**src/rtl/i2c_irq_pkg.sv**
```systemverilog
package i2c_irq_pkg;

    localparam int NUM_EV  = 7;
    localparam int CODE_W  = 3;
    localparam int REG_W   = 16;
    localparam int ADDR_W  = 8;

    localparam logic [ADDR_W-1:0] OFS_MASK = 8'h04;
    localparam logic [ADDR_W-1:0] OFS_STAT = 8'h08;
    localparam logic [ADDR_W-1:0] OFS_VEC  = 8'h28;

    localparam int STAT_RSFULL_BIT = 11;
    localparam int STAT_BUSY_BIT   = 12;

    localparam int EV_RX_IDX = 3;
    localparam int EV_TX_IDX = 4;

    typedef logic [NUM_EV-1:0] ev_vec_t;

    typedef enum logic [CODE_W-1:0] {
        VEC_NONE = 3'd0,
        VEC_ARB  = 3'd1,
        VEC_NACK = 3'd2,
        VEC_ARDY = 3'd3,
        VEC_RX   = 3'd4,
        VEC_TX   = 3'd5,
        VEC_STOP = 3'd6,
        VEC_AAS  = 3'd7
    } vec_code_e;

    typedef enum logic [1:0] {
        SEL_MASK,
        SEL_STAT,
        SEL_VEC,
        SEL_NONE
    } reg_sel_e;

    typedef struct packed {
        logic              wr;
        logic              rd;
        reg_sel_e          sel;
        logic [REG_W-1:0]  wdata;
    } bus_req_t;

    function automatic reg_sel_e decode_ofs(input logic [ADDR_W-1:0] a);
        case (a)
            OFS_MASK: return SEL_MASK;
            OFS_STAT: return SEL_STAT;
            OFS_VEC:  return SEL_VEC;
            default:  return SEL_NONE;
        endcase
    endfunction

    // Codes whose flag a vector read retires; data events wait for the data path.
    function automatic logic retire_on_read(input vec_code_e c);
        return (c != VEC_NONE) && (c != VEC_RX) && (c != VEC_TX);
    endfunction

endpackage

```
**src/rtl/irq_flag_bank.sv**
```systemverilog
module irq_flag_bank
    import i2c_irq_pkg::*;
#(
    parameter int N = NUM_EV
) (
    input  logic         clk,
    input  logic         rst,
    input  logic [N-1:0] set_i,
    input  logic [N-1:0] clr_i,
    output logic [N-1:0] flag_o
);

    for (genvar i = 0; i < N; i++) begin : g_flag
        always_ff @(posedge clk) begin
            if (rst)
                flag_o[i] <= 1'b0;
            else if (set_i[i])
                flag_o[i] <= 1'b1;
            else if (clr_i[i])
                flag_o[i] <= 1'b0;
        end

        assert_set_sticks_R1: assert property (@(posedge clk) disable iff (rst)
            set_i[i] |=> flag_o[i]);

        assert_set_beats_clear_R10: assert property (@(posedge clk) disable iff (rst)
            (set_i[i] && clr_i[i]) |=> flag_o[i]);

        assert_clear_takes_R7: assert property (@(posedge clk) disable iff (rst)
            (clr_i[i] && !set_i[i]) |=> !flag_o[i]);

        assert_hold_idle_R1: assert property (@(posedge clk) disable iff (rst)
            (!set_i[i] && !clr_i[i]) |=> $stable(flag_o[i]));
    end

endmodule

```
**src/rtl/irq_prio_enc.sv**
```systemverilog
module irq_prio_enc
    import i2c_irq_pkg::*;
#(
    parameter int N  = NUM_EV,
    parameter int CW = CODE_W
) (
    input  logic [N-1:0]  pend_i,
    output logic [CW-1:0] code_o
);

    // Scan from the highest index down so the lowest pending index wins.
    always_comb begin
        code_o = '0;
        for (int i = N - 1; i >= 0; i--) begin
            if (pend_i[i])
                code_o = CW'(i + 1);
        end
    end

endmodule

```
**src/rtl/irq_reg_if.sv**
```systemverilog
module irq_reg_if
    import i2c_irq_pkg::*;
#(
    parameter int N  = NUM_EV,
    parameter int DW = REG_W,
    parameter int AW = ADDR_W
) (
    input  logic          clk,
    input  logic          rst,
    input  logic [AW-1:0] addr_i,
    input  logic          wr_i,
    input  logic          rd_i,
    input  logic [DW-1:0] wdata_i,
    input  logic [N-1:0]  flag_i,
    input  vec_code_e     code_i,
    input  logic          rs_full_i,
    input  logic          busy_i,
    input  logic          rx_rd_i,
    input  logic          tx_wr_i,
    output logic [DW-1:0] mask_o,
    output logic [N-1:0]  clr_o,
    output logic [DW-1:0] rdata_o
);

    bus_req_t req;
    logic [N-1:0] clr_w1c, clr_vec, clr_data;

    always_comb begin
        req.wr    = wr_i;
        req.rd    = rd_i;
        req.sel   = decode_ofs(addr_i);
        req.wdata = wdata_i;
    end

    always_ff @(posedge clk) begin
        if (rst)
            mask_o <= '0;
        else if (req.wr && req.sel == SEL_MASK)
            mask_o <= req.wdata;
    end

    always_comb begin
        clr_w1c = '0;
        if (req.wr && req.sel == SEL_STAT)
            clr_w1c = req.wdata[N-1:0];
    end

    always_comb begin
        clr_vec = '0;
        if (req.rd && req.sel == SEL_VEC && retire_on_read(code_i))
            clr_vec[int'(code_i) - 1] = 1'b1;
    end

    always_comb begin
        clr_data = '0;
        clr_data[EV_RX_IDX] = rx_rd_i;
        clr_data[EV_TX_IDX] = tx_wr_i;
    end

    assign clr_o = clr_w1c | clr_vec | clr_data;

    always_comb begin
        rdata_o = '0;
        case (req.sel)
            SEL_MASK: rdata_o = mask_o;
            SEL_STAT: begin
                rdata_o[N-1:0]          = flag_i;
                rdata_o[STAT_RSFULL_BIT] = rs_full_i;
                rdata_o[STAT_BUSY_BIT]   = busy_i;
            end
            SEL_VEC:  rdata_o[CODE_W-1:0] = code_i;
            default:  rdata_o = '0;
        endcase
    end

    assert_mask_write_R2: assert property (@(posedge clk) disable iff (rst)
        (wr_i && addr_i == OFS_MASK) |=> (mask_o == $past(wdata_i)));

    assert_mask_hold_R12: assert property (@(posedge clk) disable iff (rst)
        !(wr_i && addr_i == OFS_MASK) |=> $stable(mask_o));

    assert_vec_read_retires_R8: assert property (@(posedge clk) disable iff (rst)
        (rd_i && addr_i == OFS_VEC && code_i inside {VEC_ARB, VEC_NACK, VEC_ARDY, VEC_STOP, VEC_AAS})
        |-> clr_o[int'(code_i) - 1]);

    assert_data_clear_R9: assert property (@(posedge clk) disable iff (rst)
        rx_rd_i |-> clr_o[EV_RX_IDX]);

endmodule

```
**src/rtl/i2c_irq_unit.sv**
```systemverilog
module i2c_irq_unit
    import i2c_irq_pkg::*;
#(
    parameter int N  = NUM_EV,
    parameter int DW = REG_W,
    parameter int AW = ADDR_W
) (
    input  logic          clk,
    input  logic          rst,
    input  logic [N-1:0]  ev_pulse,
    input  logic          rs_full,
    input  logic          bus_busy,
    input  logic          rx_data_rd,
    input  logic          tx_data_wr,
    input  logic [AW-1:0] reg_addr,
    input  logic          reg_wr,
    input  logic          reg_rd,
    input  logic [DW-1:0] reg_wdata,
    output logic [DW-1:0] reg_rdata,
    output logic          irq
);

    logic [N-1:0]      flags, clr, pend;
    logic [DW-1:0]     mask;
    logic [CODE_W-1:0] code_raw;
    vec_code_e         code;

    irq_flag_bank #(.N(N)) u_flags (
        .clk    (clk),
        .rst    (rst),
        .set_i  (ev_pulse),
        .clr_i  (clr),
        .flag_o (flags)
    );

    assign pend = flags & mask[N-1:0];

    irq_prio_enc #(.N(N), .CW(CODE_W)) u_enc (
        .pend_i (pend),
        .code_o (code_raw)
    );

    assign code = vec_code_e'(code_raw);

    irq_reg_if #(.N(N), .DW(DW), .AW(AW)) u_regs (
        .clk       (clk),
        .rst       (rst),
        .addr_i    (reg_addr),
        .wr_i      (reg_wr),
        .rd_i      (reg_rd),
        .wdata_i   (reg_wdata),
        .flag_i    (flags),
        .code_i    (code),
        .rs_full_i (rs_full),
        .busy_i    (bus_busy),
        .rx_rd_i   (rx_data_rd),
        .tx_wr_i   (tx_data_wr),
        .mask_o    (mask),
        .clr_o     (clr),
        .rdata_o   (reg_rdata)
    );

    assign irq = |pend;

    assert_irq_vs_vector_R6: assert property (@(posedge clk) disable iff (rst)
        irq == (code != VEC_NONE));

    assert_vector_enabled_R5: assert property (@(posedge clk) disable iff (rst)
        (code != VEC_NONE) |-> (flags[int'(code) - 1] && mask[int'(code) - 1]));

    assert_lowest_wins_R4: assert property (@(posedge clk) disable iff (rst)
        (code != VEC_NONE) |->
        ((pend & N'((8'd1 << (int'(code) - 1)) - 8'd1)) == '0));

    assert_reset_clean_R11: assert property (@(posedge clk)
        $past(rst) |-> (flags == '0 && !irq));

endmodule

```
**config.mk**
```make
export PLATFORM = sky130hd
export DESIGN_NAME = i2c_irq_unit
export DESIGN_NICKNAME = d
export VERILOG_FILES = /design/src/rtl/i2c_irq_pkg.sv /design/src/rtl/irq_flag_bank.sv /design/src/rtl/irq_prio_enc.sv /design/src/rtl/irq_reg_if.sv /design/src/rtl/i2c_irq_unit.sv
export SDC_FILE = /design/constraint.sdc
export NUM_CORES = 1
export LEC_CHECK = 0
export BUFFER_PORTS_ARGS = -buffer_cell sky130_fd_sc_hd__buf_2
export CAP_MARGIN = 20
export CORE_ASPECT_RATIO = 0.5
export CORE_UTILIZATION = 45
export CTS_CLUSTER_SIZE = 12
export DETAILED_ROUTE_END_ITERATION = 8
export PLACE_DENSITY = 0.82
export SYNTH_ARGS = -nofsm -noshare
export SYNTH_HDL_FRONTEND = slang
export SYNTH_HIERARCHICAL = 1
export SYNTH_SLANG_ARGS = --single-unit
```
**constraint.sdc**
```tcl
create_clock -name clk -period 2.6 [get_ports clk]
set_clock_uncertainty 0.15 [all_clocks]
set_input_delay 0.65 -clock clk [delete_from_list [all_inputs] [get_ports clk]]
set_output_delay 0.65 -clock clk [all_outputs]
set_load 0.1 [all_outputs]
```
# After elaboration in Yosys (flattened, before gate mapping)
# Index checks and enable logic that the tools add are counted.
[op_classes]
addsub = 1
order_cmp = 2
n_eq_ne = 7
muxes = 31
n_bitwise = 3
reduce_logical = 17
[op_table]
columns = ["operator", "n"]
rows = [
  ["32-bit by 1-bit greater-or-equal comparator with 1-bit output (second input constant)", 1],
  ["32-bit by 5-bit less-than comparator with 1-bit output (second input constant)", 1],
  ["3-bit two-way mux", 8],
  ["1-bit two-way mux", 15],
  ["7-bit two-way mux", 2],
  ["2-bit nonzero test", 7],
  ["3-bit one-hot mux with 3 select lines", 1],
  ["8-bit by 3-bit == test with 1-bit output (second input constant)", 1],
  ["8-bit by 4-bit == test with 1-bit output (second input constant)", 1],
  ["8-bit by 6-bit == test with 1-bit output (second input constant)", 1],
  ["4-bit one-hot mux with 2 select lines", 1],
  ["7-bit AND", 1],
  ["1-bit logical AND", 7],
  ["7-bit by 5-bit OR with 7-bit output", 1],
  ["7-bit OR", 1],
  ["7-bit OR reduction", 1],
  ["3-bit inequality test (second input constant)", 2],
  ["2-bit one-hot mux with 3 select lines", 1],
  ["4-bit two-way mux", 1],
  ["2-bit one-hot mux with 2 select lines", 1],
  ["3-bit by 1-bit subtractor with 4-bit output (second input constant)", 1],
  ["1-bit demux with 3-bit select", 1],
  ["3-bit nonzero test", 1],
  ["2-bit by 1-bit == test with 1-bit output (second input constant)", 1],
  ["2 further kinds", 2],
]
[word_totals]
reg_bits = 23
in_bits = 39
out_inout_bits = 17
wordCells = 69

# Depth between registers and ports, before layout
[logic_depth]
ltp_word = 18
depth_mapped = 11
mapped_depth_nobuf = 11

# Cells and area by module
# Netlist, hierarchy kept.
[modules_own_cells]
columns = ["mod", "instances", "cells_each", "area_each_um2", "seq_area_each_um2"]
rows = [
  ["irq_reg_if", 1, 131, 1217.4, 320.3],
  ["irq_flag_bank", 1, 28, 297.8, 140.1],
  ["i2c_irq_unit", 1, 10, 73.8, 0.0],
  ["irq_prio_enc", 1, 11, 61.3, 0.0],
]

# Worst setup path after synthesis
# No wires, ideal clock.
[synth_path]
path_kind = "input port to output port"
startpoint = "in reg_addr[2]"
endpoint = "out reg_rdata[0]"
arrival_time_ps = 2180
required_time_ps = 1800
slack_ps = -380
cell_stages = 4
n_path_buf = 1
path_cell_list = "nor4b_2 clkbuf_1 and3_1 a221o_1"
[synth_between]
elab_chain_cells = 4
word_cells_on_any_way = 8
classes_between = "eq/ne: 5; mux: 2; reduce/logical: 1"
[synth_lines]
columns = ["element", "line_no", "rtl"]
rows = [
  ["start: declaration", "i2c_irq_unit.sv:15", "input logic [AW-1:0] reg_addr,"],
  ["8-bit by 6-bit == test with 1-bit output, or another cell as far along", "i2c_irq_pkg.sv:46", "case (a)"],
  ["2-bit one-hot mux with 3 select lines (*)", "i2c_irq_pkg.sv:46", ""],
  ["2-bit == test, or another cell as far along", "irq_reg_if.sv:64", "case (req.sel)"],
  ["3-bit one-hot mux with 3 select lines (*)", "irq_reg_if.sv:64", ""],
  ["end: declaration", "i2c_irq_unit.sv:19", "output logic [DW-1:0] reg_rdata,"],
]
# Every way passes the cells marked *; elsewhere a longest branch is shown, timed or not.

# Worst setup path after layout
[layout_path]
startpoint = "reg u_flags.flag_o[5]"
endpoint = "out irq"
[layout_between]
elab_chain_cells = 2
[layout_lines]
columns = ["element", "line_no", "rtl"]
rows = [
  ["start: declaration", "irq_flag_bank.sv:10", "output logic [N-1:0] flag_o"],
  ["start signal: indexed assignment", "irq_flag_bank.sv:16", "flag_o[i] <= 1'b0;"],
  ["start signal: indexed assignment", "irq_flag_bank.sv:18", "flag_o[i] <= 1'b1;"],
  ["start signal: indexed assignment", "irq_flag_bank.sv:20", "flag_o[i] <= 1'b0;"],
  ["7-bit AND", "i2c_irq_unit.sv:36", "assign pend = flags & mask[N-1:0];"],
  ["7-bit OR reduction", "i2c_irq_unit.sv:63", "assign irq = |pend;"],
  ["end: declaration", "i2c_irq_unit.sv:20", "output logic irq"],
]
# No other way between the ends.

==> run metrics <==
EDFF count, synth 0; synth warn 6; RSZ-0062 raised after global routing true; Min Clock Period, post-route 2.70 ns; sum of overflow across all layers after global routing 0; Async S/R FF share, synth 0; final setup margin -0.104 ns; number of DRC violations after detailed routing 0; WL/cell 20.0 um; number of search-and-repair iterations in the first detailed-routing pass 5; clock tree root buffer cell clkbuf_8; library cells used by synthesis 35; Max stage delay on crit path 0.54 ns; Critical Path End Type output port; mean instance size in the synthesized netlist 9.17 um^2; GP Congestion 0.835; class of the most critical setup path flip-flop to output port; largest buffer count on any clock path 2; Post-DP HPWL 3410 um; most frequent standard cell in the layout excluding fill and tap cells buf_2; final worst path period share 1.04; Syn Inst Count 180; commonest register cell after synthesis dfxtp_1; core area 0.00347 mm^2; critical path data arrival time 1.90 ns; Worst Max-Slew Pin Slew 0.547 ns; signed area change from the synthesized netlist to the final layout 66.7%; Critical Path Source Type flip-flop; fraction of the yosys area taken by sequential cells 0.279; sequence of cells on the critical path buf_6 -> a222oi_1 -> or4b_4 -> buf_12; P per Cell Area 264 mW/mm^2; WL final 6110 um; H-tree Lvls 1; FF+latch count, synth 23; count of boundary I/O pins 56; Die Outline Area 0.00393 mm^2; starting density of the core 0.475; hold violation count in the final report 0; number of nets at the end of the flow 297; Final setup violation count 14; non-filler instance count after layout 305; Die X-Extent 87.6 um; post-synthesis cell area 0.00165 mm^2; max_cap viols 0; violation count after the first detailed-routing iteration 183; number of inserted diodes 0; overall global routing resource usage 0.264; vias after detailed routing 1,787; number of hold buffers added after CTS 0; worst max-slew margin expressed relative to the limit 0.636; routed via count divided by cell count 5.86; run status complete, but fails checks; Clk Latency, worst-skew pair 0.28 ns; leakage dissipation 1.16 nW; commonest cells after routing, fill and taps aside buf_2 (36), nand2b_1 (33), buf_12 (19), buf_4 (18), mux2i_1 (16); Max Fanout on Critical Path 3; Peak VDD IR 0.206 mV; maximum operating frequency 0.370 GHz; share of layout cells above drive strength 1 0.591; CP required 1.80 ns; CTS buffer count 3; syn_nets 222; number of sinks on the clock net 23; path class of the lowest-slack min-delay path flip-flop to flip-flop; Die H 44.8 um; TritonCTS clock tree done; PortBufs 55; number of antenna violations at the first check in global routing 0; largest net degree at the start of global routing 40; slowest library cell on the worst path or4b_4; number of global-route vias before repair 1,694; clock edge transition at the registers on the reported setup and hold paths 0.09 ns; total power of the final layout 0.000725 W; global-route wire length before repair 7750 um; row count 15; final max-slew violation count 0; Post-Place Cells 295; violations in the final reports negative setup slack; ANT nets after route 0
[metal layers]
layer  part of all wire  vias up  global-route usage
met5                  0        -                   0
li1                   -      790                   -
met3              0.086       32              0.0567
met2               0.47      115               0.480
met1               0.40      850               0.309
met4              0.041        0               0.115
[what timing repair did]
item	4_1_cts	5_1_grt
buffers inserted	3	3
setup endpoints to repair	17	24
cloned	0	1
gates resized for setup	18	48
pin swaps	9	18
[Yosys cell counts (all sizes together), types with 2 or more instances]
cell type / instances / share of area
nand2b: 40 / 0.18
dfxtp: 23 / 0.28
mux2i: 16 / 0.097
inv: 12 / 0.027
and3: 11 / 0.042
a21oi: 10 / 0.030
and2: 10 / 0.039
a22o: 7 / 0.037
o31ai: 7 / 0.032
nand4: 6 / 0.027
buf: 5 / 0.027
clkbuf: 5 / 0.011
a221o: 3 / 0.018
ha: 3 / 0.023
nand2: 3 / 0.0068
nor2: 3 / 0.0068
nor4b: 3 / 0.033
a41oi: 2 / 0.011
o21ai: 2 / 0.0061
[final timing paths]
path	startpoint	to	slack, ns	depth (start not counted)
max	u_flags/flag_o[5]	irq	-0.10	4
min	u_regs/mask_o[8]	u_regs/mask_o[8]	0.32	2
max reg2reg	u_flags/flag_o[0]	u_flags/flag_o[5]	-0.07	10
min reg2reg	u_regs/mask_o[8]	u_regs/mask_o[8]	0.32	2
[flip-flops by register name, indices dropped and copies added (netlist names)]
name	flops
u_regs/mask_o	16
u_flags/flag_o	7
[stage by stage]
step / TNS [ns] / setup WS (ns) / hold WS [ns] / instance area, um^2 / utilization
2_1_floorplan: -0.318 / -0.0413 / 0.294 / 1700 / -
5_1_grt: -1.47 / -0.150 / 0.336 / 2750 / 0.792
6_report: -0.637 / -0.104 / 0.321 / 2750 / 0.792
3_5_place_dp: -0.720 / -0.113 / 0.308 / 2380 / 0.686
3_3_place_gp: -0.145 / -0.0275 / 0.303 / 2380 / 0.686
4_1_cts: -0.201 / -0.0269 / 0.324 / 2500 / 0.720
[worst max-delay path: cells and delay by family, from the launching register on]
kind / cells / cell delay [ns]
compound gates: 1 / 0.43
buf+inv: 2 / 0.30
flops: 1 / 0.35
simple gates: 1 / 0.54
[logic make-up after synthesis]
group,after synthesis,share of synthesized area
AO/OA/AOI/OAI,34,0.159
XOR/XNOR,1,0.00531
adder cells (fa/ha/maj),3,0.0227
buffers and inverters,22,0.0660
flip-flops,23,0.279
multiplexers,17,0.104
AND/OR/NAND/NOR,80,0.364
[power breakdown]
part	internal [W]	leakage (nW)	switching (W)
clock	0.000110	0.0228	0.000124
sequential	0.000361	0.191	0.00000995
combinational	0.0000624	0.945	0.0000588
[layout make-up]
| cell class | count | area (um^2) |
|---|---|---|
| clock buffer | 4 | 45.0 |
| fill | 185 | 721 |
| inverter | 12 | 45.0 |
| multi-input combinational | 135 | 1330 |
| sequential | 23 | 474 |
| tap | 51 | 63.8 |
| timing repair buffer | 80 | 792 |
No activity file was read; power rests on OpenSTA's default activity.
